### config.mk
export PLATFORM = sky130hd
export DESIGN_NAME = wordcache_2w
export DESIGN_NICKNAME = d
export VERILOG_FILES = /design/src/rtl/wc_pkg.sv /design/src/rtl/wc_store.sv /design/src/rtl/wc_ctrl.sv /design/src/rtl/wc_stallcnt.sv /design/src/rtl/wordcache_2w.sv
export SDC_FILE = /design/constraint.sdc
export NUM_CORES = 1
export LEC_CHECK = 0
export ABC_AREA = 1
export BUFFER_PORTS_ARGS = -buffer_cell sky130_fd_sc_hd__clkbuf_2
export CORE_MARGIN = 2
export CORE_UTILIZATION = 45
export DETAILED_ROUTE_END_ITERATION = 10
export PLACE_DENSITY = 0.61
export SETUP_SLACK_MARGIN = 0.2
export SYNTH_ARGS = -nofsm -noshare
export SYNTH_HDL_FRONTEND = slang
export SYNTH_SLANG_ARGS = --single-unit
### constraint.sdc
create_clock -name clk -period 5.8 [get_ports clk]
set_input_delay 0.58 -clock clk [delete_from_list [all_inputs] [get_ports clk]]
set_output_delay 0.58 -clock clk [all_outputs]
set_load 0.02 [all_outputs]
### src/rtl/wc_pkg.sv
package wc_pkg;

    localparam int DEF_ADDR_W = 10;
    localparam int DEF_DATA_W = 32;
    localparam int DEF_SETS   = 4;
    localparam int DEF_CNT_W  = 32;

    typedef enum logic {
        ST_IDLE = 1'b0,
        ST_FILL = 1'b1
    } wc_state_e;

    typedef struct packed {
        logic hit;
        logic way;
        logic victim;
    } wc_lookup_t;

    // free way first (way 0 preferred), else the least recently used way
    function automatic logic pick_victim(input logic [1:0] vld, input logic lru_way);
        if (!vld[0])      return 1'b0;
        else if (!vld[1]) return 1'b1;
        else              return lru_way;
    endfunction

endpackage

### src/rtl/wc_store.sv
module wc_store
    import wc_pkg::*;
#(
    parameter int ADDR_W = DEF_ADDR_W,
    parameter int DATA_W = DEF_DATA_W,
    parameter int SETS   = DEF_SETS
) (
    input  logic              clk,
    input  logic              rst,
    input  logic [ADDR_W-1:0] lk_addr,
    output wc_lookup_t        lk_res,
    output logic [DATA_W-1:0] lk_data,
    input  logic              wr_en,
    input  logic              wr_fill,
    input  logic              wr_way,
    input  logic [DATA_W-1:0] wr_data,
    input  logic              lru_touch,
    input  logic              lru_used
);
    localparam int IDX_W = $clog2(SETS);
    localparam int TAG_W = ADDR_W - IDX_W;

    logic [TAG_W-1:0]  tag_q   [SETS][2];
    logic [DATA_W-1:0] data_q  [SETS][2];
    logic [1:0]        valid_q [SETS];
    logic              lru_q   [SETS];   // index of the least recently used way

    logic [IDX_W-1:0] idx;
    logic [TAG_W-1:0] tag;
    logic [1:0]       way_hit;

    assign idx = lk_addr[IDX_W-1:0];
    assign tag = lk_addr[ADDR_W-1:IDX_W];

    for (genvar w = 0; w < 2; w++) begin : g_way
        assign way_hit[w] = valid_q[idx][w] && (tag_q[idx][w] == tag);
    end

    always_comb begin
        lk_res.hit    = |way_hit;
        lk_res.way    = way_hit[1];
        lk_res.victim = pick_victim(valid_q[idx], lru_q[idx]);
        lk_data       = data_q[idx][way_hit[1]];
    end

    always_ff @(posedge clk) begin
        if (rst) begin
            for (int s = 0; s < SETS; s++) begin
                valid_q[s] <= '0;
                lru_q[s]   <= 1'b0;
                for (int w = 0; w < 2; w++) begin
                    tag_q[s][w]  <= '0;
                    data_q[s][w] <= '0;
                end
            end
        end else begin
            if (wr_en) begin
                data_q[idx][wr_way] <= wr_data;
                if (wr_fill) begin
                    tag_q[idx][wr_way]   <= tag;
                    valid_q[idx][wr_way] <= 1'b1;
                end
            end
            if (lru_touch) begin
                lru_q[idx] <= ~lru_used;
            end
        end
    end
endmodule

### src/rtl/wc_ctrl.sv
module wc_ctrl
    import wc_pkg::*;
(
    input  logic clk,
    input  logic rst,
    input  logic req_valid,
    input  logic req_write,
    input  logic lk_hit,
    input  logic mem_rd_valid,
    output logic stall,
    output logic mem_rd_req,
    output logic mem_wr_req,
    output logic load_hit,
    output logic fill_now,
    output logic store_hit
);
    wc_state_e state_q, state_d;
    logic idle, load_req, miss;

    assign idle     = (state_q == ST_IDLE);
    assign load_req = idle && req_valid && !req_write;
    assign miss     = load_req && !lk_hit;

    assign load_hit   = load_req && lk_hit;
    assign fill_now   = !idle && mem_rd_valid;
    assign store_hit  = idle && req_valid && req_write && lk_hit;
    assign mem_rd_req = miss;
    assign mem_wr_req = idle && req_valid && req_write;
    assign stall      = miss || (!idle && !mem_rd_valid);

    always_comb begin
        state_d = state_q;
        unique case (state_q)
            ST_IDLE: if (miss)         state_d = ST_FILL;
            ST_FILL: if (mem_rd_valid) state_d = ST_IDLE;
            default:                   state_d = ST_IDLE;
        endcase
    end

    always_ff @(posedge clk) begin
        if (rst) state_q <= ST_IDLE;
        else     state_q <= state_d;
    end
endmodule

### src/rtl/wc_stallcnt.sv
module wc_stallcnt #(
    parameter int CNT_W = 32
) (
    input  logic             clk,
    input  logic             rst,
    input  logic             stall,
    output logic [CNT_W-1:0] count
);
    always_ff @(posedge clk) begin
        if (rst)        count <= '0;
        else if (stall) count <= count + 1'b1;
    end
endmodule

### src/rtl/wordcache_2w.sv
module wordcache_2w
    import wc_pkg::*;
#(
    parameter int ADDR_W = DEF_ADDR_W,
    parameter int DATA_W = DEF_DATA_W,
    parameter int SETS   = DEF_SETS,
    parameter int CNT_W  = DEF_CNT_W
) (
    input  logic              clk,
    input  logic              rst,
    input  logic              req_valid,
    input  logic              req_write,
    input  logic [ADDR_W-1:0] req_addr,
    input  logic [DATA_W-1:0] req_wdata,
    output logic [DATA_W-1:0] rsp_rdata,
    output logic              stall,
    output logic              mem_rd_req,
    output logic              mem_wr_req,
    output logic [ADDR_W-1:0] mem_addr,
    output logic [DATA_W-1:0] mem_wdata,
    input  logic              mem_rd_valid,
    input  logic [DATA_W-1:0] mem_rd_data,
    output logic [CNT_W-1:0]  miss_cycles
);
    wc_lookup_t        lk_res;
    logic [DATA_W-1:0] lk_data;
    logic              load_hit, fill_now, store_hit;
    logic              wr_en, wr_way, lru_touch;
    logic [DATA_W-1:0] wr_data;

    wc_ctrl u_ctrl (
        .clk          (clk),
        .rst          (rst),
        .req_valid    (req_valid),
        .req_write    (req_write),
        .lk_hit       (lk_res.hit),
        .mem_rd_valid (mem_rd_valid),
        .stall        (stall),
        .mem_rd_req   (mem_rd_req),
        .mem_wr_req   (mem_wr_req),
        .load_hit     (load_hit),
        .fill_now     (fill_now),
        .store_hit    (store_hit)
    );

    assign wr_en     = fill_now || store_hit;
    assign wr_way    = fill_now ? lk_res.victim : lk_res.way;
    assign wr_data   = fill_now ? mem_rd_data : req_wdata;
    assign lru_touch = fill_now || load_hit;

    wc_store #(
        .ADDR_W (ADDR_W),
        .DATA_W (DATA_W),
        .SETS   (SETS)
    ) u_store (
        .clk       (clk),
        .rst       (rst),
        .lk_addr   (req_addr),
        .lk_res    (lk_res),
        .lk_data   (lk_data),
        .wr_en     (wr_en),
        .wr_fill   (fill_now),
        .wr_way    (wr_way),
        .wr_data   (wr_data),
        .lru_touch (lru_touch),
        .lru_used  (wr_way)
    );

    wc_stallcnt #(.CNT_W(CNT_W)) u_cnt (
        .clk   (clk),
        .rst   (rst),
        .stall (stall),
        .count (miss_cycles)
    );

    assign rsp_rdata = fill_now ? mem_rd_data : lk_data;
    assign mem_addr  = req_addr;
    assign mem_wdata = req_wdata;
endmodule

======== Yosys cells after proc, flatten, opt, wreduce, memory -nomap -nowiden ========
Memories as Yosys holds them, arrays and structs flattened.
Cells that the tools add are included.
cells by class
  bitwise gates (word level) .............. 4
  magnitude comparators ................... 5
  add/subtract/negate cells ............... 1
  multiplexer cells ....................... 42
  reduce and logical (&&, ||, !) cells .... 23
  equality and inequality tests ........... 2
operator list
  operator               number
  $mux 32                6
  $mux 64                3
  $reduce_or 64->1       1
  $mux 16                3
  $add 32x1->32 const B  1
  $demux 32 s1           1
  $mux 1                 18
  $eq 8x8->1             2
  $reduce_or 16->1       1
  $mux 2                 7
  $logic_and 1x1->1      12
  $demux 8 s1            1
  $mux 8                 1
  $ge 2x2->1 const B     2
  $not 1->2              2
  $reduce_or 2->1        2
  $logic_not 1->1        3
  $logic_or 1x1->1       3
  $lt 1x2->1 const B     1
  $lt 2x1->1 const B     1
  $not 1->1              2
  $pmux 1 s2             1
  $demux 1 s1            1
  $ge 1x1->1 const B     1
  $reduce_or 1->1        1
storage, ports and cells
  word-level logic and storage cells ...... 83
  bits in writable memories ............... 332
  flip-flop bits (word level) ............. 33
  memories kept ........................... 4
  output and inout port bits .............. 109
memory list
  memory           words  width  read ports  clocked after memory_dff  wr ports  line            source
  u_store.data_q   4      64     1           0                         4         wc_store.sv:24  logic [DATA_W-1:0] data_q [SETS][2];
  u_store.tag_q    4      16     1           0                         4         wc_store.sv:23  logic [TAG_W-1:0] tag_q [SETS][2];
  u_store.valid_q  4      2      1           0                         4         wc_store.sv:25  logic [1:0] valid_q [SETS];
  u_store.lru_q    4      1      1           0                         4         wc_store.sv:26  logic lru_q [SETS];

======== Longest topological paths before layout ========
Gate-level depths: netlist (run 1).
An unclocked memory read counts as a cell.
  depth after elaboration ................. 12
  depth in mapped cells ................... 20

======== By module ========
From an unflattened synthesis (run 1), not the netlist that was laid out.
unflattened totals
  cell total of the unflattened synthesis .. 1921
  area total of the unflattened synthesis .. 17619.4 um^2
by module, submodules not included
  module        cells each  times used  area each (um^2)
  wc_store      1416        1           14684.1
  wc_stallcnt   269         1           1800.5
  wordcache_2w  219         1           1038.5
  wc_ctrl       17          1           96.3

======== Worst setup path before layout (run 1) ========
OpenSTA, ideal clock, no wires.
  path kind ............................... input to register
  start point ............................. input req_addr[0]
  end point ............................... memory u_store.data_q[3][32] (netlist name), enable pin
  setup time .............................. 0.389 ns
  arrival ................................. 2.931 ns
  setup slack ............................. 2.480 ns
  stages .................................. 16
  buffers on the path ..................... 4
  path through ............................ buf_4 > inv_2 > buf_4 > nand2_1 > nand2_1 > nand2_1 > nand2_1 > xor2_1 > nor2_1 > nand3_2 > buf_6 > nor2_4 > nor2_4 > nand3_4 > buf_6 > nand2_1
RTL lines
  item         line                source
  from (decl)  wordcache_2w.sv:13  input logic [ADDR_W-1:0] req_addr,
  to (decl)    wc_store.sv:24

======== Final worst setup path (run 1) ========
  start point ............................. input req_addr[1]
  end point ............................... output rsp_rdata[18]
on the way
  cells in the longest elaborated chain, start to end .. 8
  elaborated cells on any way between the ends .. 10
  classes of those cells .................. 1 x eq/ne; 4 x mux; 1 x bitwise; 1 x reduce/logical; 3 x memory
RTL lines
  item                                          line                source
  $mem_v2 4x16                                  -
  $eq 8x8->1                                    wc_store.sv:36      assign way_hit[w] = valid_q[idx][w] && (tag_q[idx][w] == tag);
  $logic_and 1x1->1                             wc_store.sv:36
  $not 1->2 (implied by the code)               wc_store.sv:43      lk_data = data_q[idx][way_hit[1]];
  $mux 32 (implied by the code) * (3 in a row)  wc_store.sv:43
  $mux 32 *                                     wordcache_2w.sv:76  assign rsp_rdata = fill_now ? mem_rd_data : lk_data;
  to (decl)                                     wordcache_2w.sv:15  output logic [DATA_W-1:0] rsp_rdata,
Every way passes the cells marked *; elsewhere a longest branch is shown, timed or not. The select of a mux whose other input is x is not followed.

==> results.json, run 1 <==
{
  "drive_gt1_share_pct": 15.3,
  "dp_cells": 2389,
  "max-vdd-ir-drop_mv": 0.181,
  "coreArea_um2": 38600,
  "clock.fmax_mhz": 235,
  "ys_types": 36,
  "root_buffer": "clkbuf_16",
  "cts_max_level": 2,
  "pwr-share-comb_pct": 8.4,
  "met3_length_mm": 2.22,
  "ys_ff_latch": 365,
  "p_per_area_nw_per_um2": 307,
  "synthCells": 1803,
  "crit_path_start_kind": "input port",
  "ys_async_sr_fraction_pct": 0,
  "finClkSkew_ps": 18.4,
  "dp_hpwl_mm": 27.7,
  "end_kind": "output port",
  "slew_viol_final": 0,
  "overflow": 0,
  "synth_nets": 1883,
  "die_w_um": 202,
  "cts_buffers": 40,
  "worst_pin_slew_ps": 949,
  "nNetsFinal": 1993,
  "routed_wl_mm": 45.6,
  "post_cts_buffers": 0,
  "io_buffers": 187,
  "vias": 13100,
  "areaGrowthSynthToFinish_pct": 12.5,
  "grt.total_usage_pct": 22.3,
  "post_dp_cell_area_um2": 18400,
  "m1WireLength_mm": 20.1,
  "synth_ff_type": "edfxtp_1",
  "yosys_warnings": 0,
  "power_mw": 6.07,
  "setup_viol": 0,
  "viasPerCell": 5.33,
  "wl_met2_mm": 22.4,
  "wl_per_cell_um": 18.5,
  "fin_tns_setup_ps": 0,
  "hold_viol": 0,
  "grt_pass1_wl_mm": 70.7,
  "run_status": "completed",
  "std_cell_rows": 72,
  "clk_latency_ps": 560,
  "synth_area_leaders": "edfxtp_1, nand2_1, nor2_1, dfxtp_1, nand3_1",
  "switching_share_pct": 23.7,
  "hold_path_class": "flip-flop to flip-flop",
  "yosysTopAreaCellShare_pct": 56.8,
  "cts_sinks": 365,
  "critPathKind": "input port to output port",
  "path_max_fanout": 41,
  "syn_area_um2": 17600,
  "power_frac_seq_pct": 49.1,
  "routabilityCongestion": 0.900,
  "drt_iter0_drc": 1011,
  "ant_nets": 0,
  "clockBufferDepth": 3,
  "yosysMostFrequentCell": "nand2_1",
  "syn_area_per_cell_um2": 9.74,
  "drc": 0,
  "slew-limit-headroom_pct": 36.5,
  "start_util_pct": 45.5,
  "ys_seq_area_share_pct": 60.6,
  "period_needed_ps": 4250,
  "die-area_um2": 40600,
  "cts.reportedPaths.clkPinSlew_ps": 60,
  "worstPathArrival_ps": 3670,
  "die_h_um": 202,
  "p_int_mw": 4.63,
  "final_cell_count_no_fill": 2460,
  "grt_max_degree": 69,
  "cts_hold_buf": 0,
  "period_share_pct": 73.3,
  "power.net_switching_mw": 1.44,
  "fillers": 3705,
  "rsz0062_at_grt": "false",
  "grt_pass1_vias": 12600,
  "cts_resized": 0,
  "clock_power_share_pct": 42.5,
  "synthTopCellsByCount": "nand2_1, nor2_1, edfxtp_1",
  "synth_top_cell_by_area": "edfxtp_1",
  "diodes": 0,
  "fin_area_um2": 19700,
  "first_pass_iters": 5,
  "crit_required_ps": 5220,
  "highest_layer": "met4",
  "synth_edf_count": 332,
  "tritoncts": "done",
  "io_pins": 188,
  "p_leak_nw": 8.36,
  "maxCapViolations": 0,
  "grt_antenna_before_repair": 0
}
==> worst paths after layout <==
check                                     start               endpoint  slack (ps)  cells after the start
worst max-delay path                req_addr[1]          rsp_rdata[18]        1550                     13
worst min-delay path            u_cnt.count[31]        u_cnt.count[31]         520                      2
worst max register to register   u_ctrl.state_q  u_store.data_q[2][38]        2240                      8
worst min register to register  u_cnt.count[31]        u_cnt.count[31]         520                      2
==> cells by family after synthesis <==
kind of cell,after synthesis,share of synthesized area (%)
buffers and inverters,223,7.09
flip-flops,365,60.6
adder cells (fa/ha/maj),1,0.0713
AO/OA/AOI/OAI,201,7.69
AND/OR/NAND/NOR,982,23.0
XOR/XNOR,31,1.55
==> final cells by class <==
cell class | instances | area [µm²] | share of cell area (%)
clock buffers | 51 | 1080 | 5.49
clock inverters | 20 | 231 | 1.17
inverters | 77 | 289 | 1.46
multi-input cells | 1215 | 5700 | 28.9
flip-flops and latches | 365 | 10600 | 53.8
well taps | 518 | 648 | 3.28
repair buffers | 214 | 1160 | 5.89
==> power groups by stage <==
stage / logic [mW] / clock network, mW / registers, mW
floorplan: 0.346 / 0 / 3.03
global placement: 0.514 / 0 / 3.03
detailed placement: 0.518 / 0 / 3.03
CTS: 0.520 / 2.61 / 2.98
global route: 0.566 / 2.71 / 2.99
finish: 0.513 / 2.58 / 2.98
==> layer usage <==
metal,GRT usage [%],vias up
met5,0,-
li1,-,6289
met3,2.74,56
met1,30.5,6369
met4,6.36,0
met2,37.5,387
==> through the flow <==
stage          hold slack, ps  worst slack [ps]  utilization, %
6_report                  517              1550            51.2
3_3_place_gp              499              1320            47.8
2_1_floorplan             571              2480               -
3_5_place_dp              508              1270            47.8
4_1_cts                   517              1560            51.2
5_1_grt                   557              1200            51.2
==> layout by cell type (no fill, tap or decap), drive strengths merged, types with 23 or more instances in the layout <==
cell type  synthesis  routed
o21ai             34      34
nand3            100     100
dfxtp             33      33
inv               70      70
buf               95      27
nor2             371     371
xor2              23      23
a21oi             68      68
clkbuf            51     238
a221oi            32      32
a22o              32      32
nand2            484     484
a22oi             35      35
edfxtp           332     332
==> sequential cells by signal, summed over array words and instances (netlist names) <==
signal and flops:
u_cnt.count 32, u_store.data_q 256, u_store.lru_q 4, u_ctrl.state_q 1, u_store.tag_q 64, u_store.valid_q 8
==> critical path: stages <==
cell	delay (ps)
clkbuf_2	390
inv_2	260
nor2_4	430
a21oi_1	150
nand3_1	110
nand2_1	50
nor2_1	170
nand3_4	470
buf_4	440
a21oi_1	160
o21ai_0	140
nand2_1	100
clkbuf_2	170
No activity file was read; power rests on OpenSTA's default activity.
==> run 2, diff against run 1 <==
- ABC_AREA: 1 -> 0
- clock period: 5.8 -> 4.2 ns (I/O delays scaled with it)
==> results.json, run 2 <==
{
  "synthCells": 1343,
  "vias": 11300,
  "nNetsFinal": 1544,
  "hold_ws_ps": 352,
  "grt_max_degree": 76,
  "slew_viol_final": 0,
  "p_leak_nw": 7.20,
  "finClkSkew_ps": 25.3,
  "crit_path_start_kind": "flip-flop",
  "p_per_area_nw_per_um2": 401,
  "r2r_start": "u_store.tag_q[3][4]",
  "cts_hold_buf": 0,
  "final_cell_mix": "edfxtp_1, clkbuf_2, nor2_1",
  "crit_required_ps": 3780,
  "ys_ff_latch": 365,
  "cts_sinks": 365,
  "drc": 0,
  "tritoncts": "done",
  "fin_tns_setup_ps": 0,
  "multi_input_comb_area_um2": 6120,
  "synthTopCellsByCount": "edfxtp_1, nor2_1, nor3_1",
  "cts_resized": 0,
  "coreArea_um2": 38500,
  "maxCapViolations": 0,
  "setup_viol": 0,
  "clockBufferDepth": 3,
  "drt_iter0_drc": 870,
  "top_register": "u_store.data_q",
  "diodes": 0,
  "crit_start": "u_store.tag_q[3][4]",
  "drive_gt1_share_pct": 27.1,
  "rsz0062_at_grt": "false",
  "first_pass_iters": 5,
  "max-vdd-ir-drop_mv": 0.295,
  "critPathCapture": "rsp_rdata[27]",
  "ys_types": 42,
  "fillers": 3356,
  "yosysMostFrequentCell": "edfxtp_1",
  "critPathKind": "flip-flop to output port",
  "wl_per_cell_um": 21.4,
  "path_max_fanout": 22,
  "cts.reportedPaths.clkPinSlew_ps": 60,
  "worst_pin_slew_ps": 1270,
  "yosys_warnings": 0,
  "cts_max_level": 2,
  "io_buffers": 187,
  "routed_wl_mm": 42.9,
  "overflow": 0,
  "start_util_pct": 45.5,
  "period_share_pct": 89.3,
  "die_w_um": 201,
  "r2r_slack_ps": 940,
  "period_needed_ps": 3750,
  "synth_ff_type": "edfxtp_1",
  "r2r-end": "u_store.data_q[3][32]",
  "grt_pass1_vias": 11400,
  "root_buffer": "clkbuf_16",
  "layout_commonest_cell": "edfxtp_1",
  "synth_area_leaders": "edfxtp_1, mux4_2, dfxtp_1, nor2_1, nor3_1",
  "std_cell_rows": 72,
  "grt_pass1_wl_mm": 66.9,
  "clock.fmax_mhz": 267,
  "ys_seq_area_share_pct": 60.8,
  "hold_path_class": "input port to flip-flop",
  "dp_hpwl_mm": 26.2,
  "synth_top_cell_by_area": "edfxtp_1",
  "hold_viol": 0,
  "worstPathArrival_ps": 3330,
  "regArea_um2": 10600,
  "r2r_cells": 7,
  "synth_nets": 1423,
  "syn_area_um2": 17500,
  "die_h_um": 201,
  "grt.total_usage_pct": 21.4,
  "run_status": "completed",
  "routabilityCongestion": 0.735,
  "syn_area_per_cell_um2": 13.0,
  "top_regs": "u_store.data_q (256), u_store.tag_q (64), u_cnt.count (32)",
  "post_cts_buffers": 0,
  "slew-limit-headroom_pct": 14.4,
  "ys_async_sr_fraction_pct": 0,
  "die-area_um2": 40500,
  "areaGrowthSynthToFinish_pct": 13.8,
  "io_pins": 188,
  "cts_buffers": 40,
  "ant_nets": 0,
  "end_kind": "output port",
  "clk_latency_ps": 530,
  "synth_edf_count": 332,
  "grt_antenna_before_repair": 0,
  "yosysTopAreaCellShare_pct": 57.0,
  "largest_register_ffs": 256,
  "viasPerCell": 5.61
}
run 2: power breakdown:
group	leakage (nW)	internal (mW)	switching, mW
Combinational	2.96	0.254	0.481
Sequential	3.69	4.08	0.0353
Clock	0.547	1.75	1.37
Total	7.20	6.08	1.89
run 2: how the worst min path moves through the flow:
stage	start	end	slack, ps	cells after the start
floorplan	u_cnt.count[1]	u_cnt.count[1]	580	2
global placement	u_cnt.count[1]	u_cnt.count[1]	530	2
detailed placement	u_cnt.count[1]	u_cnt.count[1]	540	2
CTS	req_addr[8]	u_store.tag_q[3][6]	340	2
global route	req_addr[8]	u_store.tag_q[1][6]	380	2
finish	req_addr[8]	u_store.tag_q[3][6]	350	2
run 2: per-layer routing:
layer  global-route usage (%)  up-vias  wire length (µm)
met5                        0        -                 0
met3                     3.45       53              2870
met1                     29.7     5634             18500
met2                     35.7      380             20900
li1                         -     5200                 -
met4                     4.74        0               690
run 2: layout make-up:
cell class / count / area share [%]
clock inverter: 16 / 0.427
sequential: 365 / 53.4
multi-input combinational: 818 / 30.7
tap: 518 / 3.26
clock buffer: 53 / 5.27
inverter: 3 / 0.0566
timing repair buffer: 236 / 6.85
run 2: logic make-up (layout without fill, tap and decap cells):
group,Yosys count,count (layout),synth area share [%]
and+or+nand+nor,512,512,14.2
adders and majority gates,1,1,0.0715
DFF,365,365,60.8
AOI/OAI and AO/OA,136,136,4.71
muxes,149,149,14.4
buffers and inverters,160,308,4.84
xor gates and xnor gates,20,20,1.00
run 2: critical path: stages, from the launching register on:
cell      delay [ps]
edfxtp_1         350
mux4_2           480
xnor2_1          220
nand4_1          210
a211oi_4         330
buf_4            490
mux2i_1          410
o21ai_0          130
clkbuf_2         180
run 2: per-stage QoR:
stage               util, %  total power, mW  std cells  setup slack (ps)  instance area [µm²]
floorplan                 -             4.67       1343              -177                17500
detailed placement     48.8             4.93       1940               457                18800
CTS                    51.7             8.05       2009               416                19900
global placement       48.8             4.91       1940               508                18800
finish                 51.7             7.97       2009               450                19900
global route           51.7             8.25       2009               256                19900
